--- config.mk ---
export PLATFORM = sky130hd
export DESIGN_NAME = pk_shift
export DESIGN_NICKNAME = d
export VERILOG_FILES = /design/src/rtl/pk_shift_pkg.sv /design/src/rtl/pk_shift_ctrl.sv /design/src/rtl/pk_shift_stage.sv /design/src/rtl/pk_shift.sv
export SDC_FILE = /design/constraint.sdc
export NUM_CORES = 1
export LEC_CHECK = 0
export BUFFER_PORTS_ARGS = -buffer_cell sky130_fd_sc_hd__buf_4
export CAP_MARGIN = 40
export CORE_ASPECT_RATIO = 0.9
export CORE_MARGIN = 5
export CORE_UTILIZATION = 50
export DETAILED_ROUTE_END_ITERATION = 10
export PLACE_DENSITY_LB_ADDON = 0.1
export SLEW_MARGIN = 5
export SYNTH_ARGS = -nofsm -noshare
export SYNTH_HDL_FRONTEND = slang
export SYNTH_HIERARCHICAL = 1
export SYNTH_SLANG_ARGS = --single-unit
--- constraint.sdc ---
create_clock -name vclk -period 7.8
set_input_delay 0.39 -clock vclk [all_inputs]
set_output_delay 0.39 -clock vclk [all_outputs]
set_load 0.02 [all_outputs]
--- src/rtl/pk_shift_pkg.sv ---
package pk_shift_pkg;

   typedef enum logic [1:0] {
      SH_LSL     = 2'b00,
      SH_LSR     = 2'b01,
      SH_LSL_ALT = 2'b10,
      SH_ASR     = 2'b11
   } sh_op_e;

   function automatic bit is_pow2(input int unsigned v);
      return (v != 0) && ((v & (v - 1)) == 0);
   endfunction

endpackage

--- src/rtl/pk_shift_ctrl.sv ---
module pk_shift_ctrl #(
   parameter int unsigned DATA_W    = 64,
   parameter int unsigned MIN_LANE  = 16,
   parameter int unsigned NUM_SIZES = 3,
   parameter int unsigned CNT_W     = 7,
   parameter int unsigned SZ_W      = 2
) (
   input  logic [1:0]        op_i,
   input  logic [SZ_W-1:0]   size_i,
   input  logic [CNT_W-1:0]  cnt_i,
   input  logic [DATA_W-1:0] src_i,
   output logic              go_left_o,
   output logic [SZ_W-1:0]   sz_idx_o,
   output logic              sat_o,
   output logic [DATA_W-1:0] fill_o
);
   import pk_shift_pkg::*;

   localparam logic [SZ_W-1:0] LAST_SZ = SZ_W'(NUM_SIZES - 1);

   // Copy of each lane's MSB spread over the whole lane
   function automatic logic [DATA_W-1:0] spread_sign(input logic [DATA_W-1:0] d,
                                                     input int unsigned lw);
      logic [DATA_W-1:0] r;
      for (int unsigned i = 0; i < DATA_W; i++) begin
         r[i] = d[(i / lw) * lw + lw - 1];
      end
      return r;
   endfunction

   logic [DATA_W-1:0]    fill_z [NUM_SIZES];
   logic [NUM_SIZES-1:0] sat_z;
   logic                 arith;

   for (genvar z = 0; z < NUM_SIZES; z++) begin : g_size
      localparam int unsigned LW = MIN_LANE << z;
      assign fill_z[z] = spread_sign(src_i, LW);
      assign sat_z[z]  = (cnt_i >= CNT_W'(LW));
   end

   assign arith     = (sh_op_e'(op_i) == SH_ASR);
   assign go_left_o = ~op_i[0];
   assign sz_idx_o  = (size_i > LAST_SZ) ? LAST_SZ : size_i;

   always_comb begin
      sat_o  = sat_z[sz_idx_o];
      fill_o = arith ? fill_z[sz_idx_o] : '0;
   end

endmodule

--- src/rtl/pk_shift_stage.sv ---
module pk_shift_stage #(
   parameter int unsigned DATA_W    = 64,
   parameter int unsigned MIN_LANE  = 16,
   parameter int unsigned NUM_SIZES = 3,
   parameter int unsigned SZ_W      = 2,
   parameter int unsigned STEP      = 1
) (
   input  logic              en_i,
   input  logic [SZ_W-1:0]   sz_idx_i,
   input  logic [DATA_W-1:0] fill_i,
   input  logic [DATA_W-1:0] d_i,
   output logic [DATA_W-1:0] d_o
);

   // Bits whose source lies STEP places up, beyond the top of their own lane
   function automatic logic [DATA_W-1:0] seam_mask(input int unsigned lw);
      logic [DATA_W-1:0] m;
      for (int unsigned i = 0; i < DATA_W; i++) begin
         m[i] = ((i % lw) + STEP) >= lw;
      end
      return m;
   endfunction

   logic [DATA_W-1:0] xm [NUM_SIZES];
   logic [DATA_W-1:0] shv;
   logic [DATA_W-1:0] sel_xm;

   for (genvar z = 0; z < NUM_SIZES; z++) begin : g_mask
      localparam logic [DATA_W-1:0] XMZ = seam_mask(MIN_LANE << z);
      assign xm[z] = XMZ;
   end

   assign shv    = d_i >> STEP;
   assign sel_xm = xm[sz_idx_i];

   always_comb begin
      if (en_i) begin
         for (int unsigned i = 0; i < DATA_W; i++) begin
            d_o[i] = sel_xm[i] ? fill_i[i] : shv[i];
         end
      end else begin
         d_o = d_i;
      end
   end

endmodule

--- src/rtl/pk_shift.sv ---
module pk_shift #(
   parameter int unsigned DATA_W    = 64,
   parameter int unsigned MIN_LANE  = 16,
   parameter int unsigned NUM_SIZES = 3,
   localparam int unsigned STAGES   = $clog2(DATA_W),
   localparam int unsigned CNT_W    = STAGES + 1,
   localparam int unsigned SZ_W     = (NUM_SIZES > 1) ? $clog2(NUM_SIZES + 1) : 1
) (
   input  logic [1:0]        op_i,
   input  logic [SZ_W-1:0]   size_i,
   input  logic [CNT_W-1:0]  cnt_i,
   input  logic [DATA_W-1:0] src_i,
   output logic [DATA_W-1:0] res_o
);
   import pk_shift_pkg::*;

   if (!is_pow2(DATA_W)) begin : g_bad_width
      $error("pk_shift: DATA_W must be a power of two");
   end
   if (!is_pow2(MIN_LANE) || MIN_LANE < 2) begin : g_bad_lane
      $error("pk_shift: MIN_LANE must be a power of two of at least 2");
   end
   if (NUM_SIZES < 1 || (MIN_LANE << (NUM_SIZES - 1)) > DATA_W) begin : g_bad_sizes
      $error("pk_shift: widest lane must fit in DATA_W");
   end

   function automatic logic [DATA_W-1:0] flip(input logic [DATA_W-1:0] d);
      logic [DATA_W-1:0] r;
      for (int unsigned i = 0; i < DATA_W; i++) begin
         r[i] = d[DATA_W-1-i];
      end
      return r;
   endfunction

   logic              go_left;
   logic [SZ_W-1:0]   sz_idx;
   logic              sat;
   logic [DATA_W-1:0] fill;
   logic [DATA_W-1:0] chain [STAGES+1];
   logic [DATA_W-1:0] right_res;

   pk_shift_ctrl #(
      .DATA_W(DATA_W), .MIN_LANE(MIN_LANE), .NUM_SIZES(NUM_SIZES),
      .CNT_W(CNT_W), .SZ_W(SZ_W)
   ) u_ctrl (
      .op_i(op_i), .size_i(size_i), .cnt_i(cnt_i), .src_i(src_i),
      .go_left_o(go_left), .sz_idx_o(sz_idx), .sat_o(sat), .fill_o(fill)
   );

   // Lanes are aligned powers of two, so bit reversal maps each lane onto a lane
   assign chain[0] = go_left ? flip(src_i) : src_i;

   for (genvar k = 0; k < STAGES; k++) begin : g_stage
      pk_shift_stage #(
         .DATA_W(DATA_W), .MIN_LANE(MIN_LANE), .NUM_SIZES(NUM_SIZES),
         .SZ_W(SZ_W), .STEP(1 << k)
      ) u_stage (
         .en_i(cnt_i[k]), .sz_idx_i(sz_idx), .fill_i(fill),
         .d_i(chain[k]), .d_o(chain[k+1])
      );
   end

   assign right_res = sat ? fill : chain[STAGES];
   assign res_o     = go_left ? flip(right_res) : right_res;

endmodule

# Word level (Yosys, flattened, before mapping)
# Cells that the tools add are included.
[classes] mux=418 n_eq_ne=1 n_lt_le_gt_ge=6 n_bitwise=1
[ops] operator="$mux W64" count=24
[ops] operator="$bmux W64 S2" count=7
[ops] operator="$mux W1" count=385
[ops] operator="$ge A7 B5 Y1 const B" count=1
[ops] operator="$ge A7 B6 Y1 const B" count=1
[ops] operator="$ge A7 B7 Y1 const B" count=1
[ops] operator="$ge A3 B3 Y1 const B" count=1
[ops] operator="$lt A2 B3 Y1 const B" count=1
[ops] operator="$not A2 Y3" count=1
[ops] operator="$bmux W1 S2" count=1
[ops] operator="$eq A2 B2 Y1 const B" count=1
[ops] operator="$gt A2 B2 Y1 const B" count=1
[ops] operator="$mux W2" count=1
[totals] out_inout_bits=64 inputBits=75 ff_bits=0 word_cells=426

# Logic depth before layout (Yosys ltp)
# Gate-level depths: netlist of the first run.
[logic_depth] ltp_word=21 depth_mapped=18 depth_no_buf=16

# Modules after synthesis
# The synthesis of the first run kept the hierarchy.
[modules_own_cells] module="pk_shift" seq_area_each_um2=0.0 area_per_inst_um2=2378.5 cells_each=149 n_inst=1
[modules_own_cells] module="pk_shift_stage (g_stage[4].u_stage)" seq_area_each_um2=0.0 area_per_inst_um2=1475.2 cells_each=257 n_inst=1
[modules_own_cells] module="pk_shift_stage (g_stage[5].u_stage)" seq_area_each_um2=0.0 area_per_inst_um2=1393.8 cells_each=215 n_inst=1
[modules_own_cells] module="pk_shift_stage (g_stage[3].u_stage)" seq_area_each_um2=0.0 area_per_inst_um2=1133.6 cells_each=164 n_inst=1
[modules_own_cells] module="pk_shift_stage (g_stage[2].u_stage)" seq_area_each_um2=0.0 area_per_inst_um2=940.9 cells_each=117 n_inst=1
[modules_own_cells] module="pk_shift_stage (g_stage[0].u_stage)" seq_area_each_um2=0.0 area_per_inst_um2=907.1 cells_each=80 n_inst=1
[modules_own_cells] module="pk_shift_stage (g_stage[1].u_stage)" seq_area_each_um2=0.0 area_per_inst_um2=887.1 cells_each=94 n_inst=1
[modules_own_cells] module="pk_shift_ctrl" seq_area_each_um2=0.0 area_per_inst_um2=549.3 cells_each=78 n_inst=1

# Worst setup path before layout of the first run
# OpenSTA, ideal clock, no wires.
[synth_path] path_kind="input to output" start="in size_i[1]" end="out res_o[1]" path_slack_ns=3.637 arrival_time_ns=3.773 path_stages=12 cell_sequence="buf_2 > nor2_1 > a21boi_0 > mux2_2 > mux2_2 > mux2_1 > mux2_1 > o21ai_0 > a31oi_1 > mux2i_1 > a21oi_1 > mux4_1"
[synth_lines] item="start, declared" line="pk_shift.sv:10" source="input logic [SZ_W-1:0] size_i,"
[synth_lines] item="end, declared" line="pk_shift.sv:13" source="output logic [DATA_W-1:0] res_o"

==> out/metrics.csv, run 1 <==
metric;value;unit
p_sw;0.450;mW
pwr-share-clk;0;%
period_needed;5.19;ns
initialDrtViolationCount;973;
seq_area;0;um2
seq_power_share;0;%
drv_cap;0;
grt_usage;24.3;%
place_congestion;0.900;
min_period_over_period;66.5;%
post_drt_wl_per_cell;20.7;um
num_vias;8645;
grt_pass1_wl;44700;um
critPathMaxFanout;114;
maxSlewViolCount;0;
die-area;0.0222;mm2
rows;48;
synth_fp_nets;1229;
antenna_left;0;
final_cell_mix;178 x mux2_2, 148 x buf_4, 126 x nor2_1;
worst_slew_pin_slew;0.971;ns
power_frac_comb;100.0;%
swShare;54.1;%
slew_headroom;35.3;%
cts_resized;0;
seq_cells;0;
crit_type;in -> out;
synth_area_per_cell;8.38;um2
seq_area_frac_synth;0;%
ys_warn_count;6;
hold_class;in -> out;
cts_hold_buf;0;
leakagePower;3.81;nW
fmaxAchievable;193;MHz
setup-violations-final;0;
dr.pass1.iters;5;
dp_hpwl;20500;um
rsz0062_at_grt;no;
status;finished clean;
synthCells;1154;
grt_max_degree;115;
cp-end-kind;output pin;
route.met2.wl;12700;um
crit_required;7.41;ns
powerDensity;84.1;mW/mm2
io_pins;139;
design.core.area;0.0191;mm2
hold_end;res_o[3];
drc;0;
drive_gt1_share;40.7;%
fin_ws;2.61;ns
nClkBuffers;0;
min_path_cells;5;
wirelength;28400;um
highest_layer;met4;
die_w;157;um
cp-start-kind;input port;
finalHoldViolCount;0;
finalSetupTns;0;ns
synth.distinct_cells;29;
crit_arrival;4.80;ns
io_buffers;139;
fp.dieH;142;um
whs;1.54;ns
num-nets-final;1199;
grt_overflow;0;
worstSetupStartpoint;size_i[1];
area_delta_synth_final;2.29;%
start_util;50.6;%
met3_length;2140;um
first_global_vias;7930;
p_int;0.382;mW
cts_setup_buffers;0;
met1_length;13300;um
diodes;0;
synthesis.area;0.00967;mm2
pre_cts_ws;2.73;ns
ir_drop;0.0000366;V
viasPerCell;6.30;
final_common_cell;mux2_2;
hold_start;cnt_i[6];
antenna_found_initial;0;
-- cell type report --
type                            count  area (um2)
Timing Repair Buffer              152        1190
Tap cell                          250         313
Multi-Input combinational cell    906        8140
Fill cell                        1875        9210
Inverter                           64         243
-- cell usage after synthesis (6+ instances only) --
library cell / n / share of area, %
mux2_1: 60 / 7.0
inv_1: 64 / 2.5
a31oi_1: 59 / 3.8
mux4_2: 60 / 14
mux2i_1: 65 / 6.7
o22ai_1: 32 / 2.1
clkbuf_1: 23 / 0.89
o21ai_0: 59 / 3.1
buf_6: 30 / 3.5
o22ai_2: 30 / 3.9
buf_4: 66 / 5.1
or3b_1: 62 / 5.6
buf_2: 55 / 2.8
mux2_2: 178 / 21
buf_12: 6 / 1.2
mux2_4: 24 / 3.7
a21oi_1: 65 / 3.4
nand2_1: 64 / 2.5
nor2_1: 129 / 5.0
-- critical path, stage by stage --
cell     delay [ns]
buf_6          0.65
o21ai_0        0.34
a21oi_4        0.21
buf_4          0.56
or3b_1         0.40
a31oi_1        0.21
nor2_1         0.06
a31oi_1        0.21
nor2_1         0.07
a31oi_2        0.20
nor2_1         0.06
a31oi_1        0.23
nor2_1         0.07
a31oi_1        0.27
mux2i_1        0.13
a21oi_1        0.21
mux4_2         0.26
buf_4          0.14
-- kinds of logic (layout without fill, tap and decap cells) --
logic type / count (synthesis) / in the layout / share of synthesized area, %
AND/OR/NAND/NOR: 261 / 261 / 13.6
buffers and inverters: 248 / 216 / 16.2
multiplexers: 391 / 391 / 53.3
AO/OA/AOI/OAI: 254 / 254 / 16.9
-- how the worst max path moves through the flow --
stage / end / slack [ns] / cells past startpoint
3_3_place_gp: res_o[56] / 2.69 / 15
5_1_grt: res_o[48] / 2.34 / 18
2_1_floorplan: res_o[1] / 3.64 / 12
6_report: res_o[15] / 2.61 / 18
4_1_cts: res_o[56] / 2.70 / 15
3_5_place_dp: res_o[56] / 2.73 / 15
-- per-layer routing --
layer / vias up / track usage, %
met1: 4106 / 38.0
met5: - / 0
met4: 0 / 2.10
met2: 350 / 37.8
li1: 4173 / -
met3: 16 / 1.89
-- power groups by stage --
stage / Combinational (mW) / Clock (mW) / Sequential [mW]
2_1_floorplan: 0.630 / 0 / 0
3_3_place_gp: 0.814 / 0 / 0
3_5_place_dp: 0.820 / 0 / 0
4_1_cts: 0.825 / 0 / 0
5_1_grt: 0.895 / 0 / 0
6_report: 0.831 / 0 / 0
-- stage by stage --
| stage | instances | cell area (um2) | util (%) | power (mW) |
|---|---|---|---|---|
| final | 1372 | 9890 | 51.8 | 0.831 |
| after global routing | 1372 | 9890 | 51.8 | 0.895 |
| after CTS | 1372 | 9890 | 51.8 | 0.825 |
| after detailed placement | 1372 | 9890 | 51.8 | 0.820 |
| after global placement | 1369 | 9820 | 51.4 | 0.814 |
| after floorplan | 1154 | 9670 | - | 0.630 |
Note: power is estimated with default switching activity, not from simulation.
==> inputs of run 2 (changes only) <==
==> constraint.sdc (replaced) <==
create_clock -name vclk -period 5.23
set_input_delay 0.2615 -clock vclk [all_inputs]
set_output_delay 0.2615 -clock vclk [all_outputs]
set_load 0.02 [all_outputs]
==> run 2 against run 1 <==
  * Worst setup slack got worse by 1.8 ns
  * Sequential share of layout area unchanged
  * Non-clock buffer count increased by 7
  * Largest cell class unchanged
  * Wire length increased by 1.2%
  * Worst hold slack got worse by 0.21 ns
  * Via count increased by 0.87%
  * Combinational power increased by 49%
  * First-iteration DRC count increased by 3.8%
==> out/metrics.csv, run 2 (synthesized netlist as in run 1, its figures left out) <==
metric;value;unit;change
grt_usage;24.8;%;+0.50 points
start_util;50.6;%;unchanged
io_buffers;139;;unchanged
cp-start-kind;input port;;
min_period_over_period;84.0;%;
slew_headroom;40.3;%;+5.0 points
cts_setup_buffers;0;;unchanged
first_global_vias;8053;;+1.6%
leakagePower;3.84;nW;+0.71%
met3_length;2020;um;-5.9%
num-nets-final;1206;;+0.58%
fill_cells;1911;;+1.9%
critPathMaxFanout;63;;-45%
die_w;157;um;unchanged
place_congestion;0.906;;+0.76%
setup-violations-final;0;;unchanged
wirelength;28800;um;+1.2%
cp-end-kind;output pin;;
highest_layer;met4;;
dr.pass1.iters;5;;unchanged
drc;0;;unchanged
diodes;0;;unchanged
seq_area;0;um2;unchanged
crit_arrival;4.13;ns;-0.67 ns
route.met2.wl;12500;um;-1.0%
seq_cells;0;;unchanged
rows;48;;unchanged
worst_slew_pin_slew;0.896;ns;-0.0749 ns
area_delta_synth_final;2.63;%;
crit_required;4.97;ns;-2.44 ns
p_total;1.24;mW;+49%
powerDensity;125;mW/mm2;+49%
fp.dieH;142;um;unchanged
post_drt_wl_per_cell;20.9;um;+0.65%
maxSlewViolCount;0;;unchanged
nClkBuffers;0;;unchanged
drive_gt1_share;41.1;%;+0.37 points
hold_class;in -> out;;
finalHoldViolCount;0;;unchanged
initialDrtViolationCount;1010;;+3.8%
final_cell_mix;178 x mux2_2, 156 x buf_4, 126 x nor2_1;;
num_vias;8720;;+0.87%
viasPerCell;6.32;;+0.36%
met1_length;13800;um;+3.5%
ir_drop;0.0000523;V;+43%
fmaxAchievable;228;MHz;
status;finished clean;;
io_pins;139;;unchanged
antenna_left;0;;unchanged
grt_overflow;0;;unchanged
antenna_found_initial;0;;unchanged
grt_pass1_wl;45500;um;+1.8%
crit_type;in -> out;;
rsz0062_at_grt;no;;
drv_cap;0;;unchanged
die-area;0.0222;mm2;unchanged
grt_max_degree;90;;-22%
dp_hpwl;21200;um;+3.4%
design.core.area;0.0191;mm2;unchanged
cts_resized;0;;unchanged
period_needed;4.39;ns;
final_common_cell;mux2_2;;
cts_hold_buf;0;;unchanged
finalSetupTns;0;ns;unchanged
==> run 2: changes by cell type in the layout (fill, tap and decap cells not counted), sizes merged <==
cell and change:
buf +7
==> run 2: worst max-delay path, cell delays in order <==
cell and delay, ns:
buf_4 0.12, inv_4 0.49, mux2_2 0.44, mux2_2 0.29, mux2_2 0.30, mux2_2 0.32, mux2_1 0.34, o21ai_0 0.10
a31oi_1 0.14, mux2i_1 0.44, a21oi_1 0.18, mux4_2 0.50, buf_4 0.17
==> run 2: per-layer routing <==
layer	up-vias	GRT usage, %
li1	4170	-
met1	4184	39.0
met2	339	37.6
met3	27	2.10
met4	0	3.29
met5	-	0
==> run 2: worst paths after layout <==
| check | startpoint | to | slack (ns) | cells after the start |
|---|---|---|---|---|
| worst max-delay path | op_i[0] | res_o[58] | 0.84 | 13 |
| worst min-delay path | op_i[0] | res_o[45] | 1.34 | 4 |
==> run 2: area by class of cell <==
class	instances	area (um2)	share of cell area [%]
Timing Repair Buffer	159	1220	12.3
Multi-Input combinational cell	906	8140	82.1
Inverter	64	243	2.45
Tap cell	250	313	3.15
==> run 2: where the power goes <==
group	internal (mW)	total, mW	switching, mW
combinational	0.570	1.24	0.672
clock	0	0	0
sequential	0	0	0
total	0.570	1.24	0.672
==> run 2: stage by stage <==
stage / cell area (um2) / hold slack [ns] / util [%] / setup slack, ns / std cells
after floorplan: 9670 / 1.15 / - / 1.32 / 1154
after global placement: 9900 / 1.33 / 51.8 / 0.986 / 1378
after detailed placement: 9920 / 1.33 / 51.9 / 0.949 / 1379
after CTS: 9920 / 1.34 / 51.9 / 0.946 / 1379
after global routing: 9920 / 1.40 / 51.9 / 0.711 / 1379
final: 9920 / 1.34 / 51.9 / 0.836 / 1379
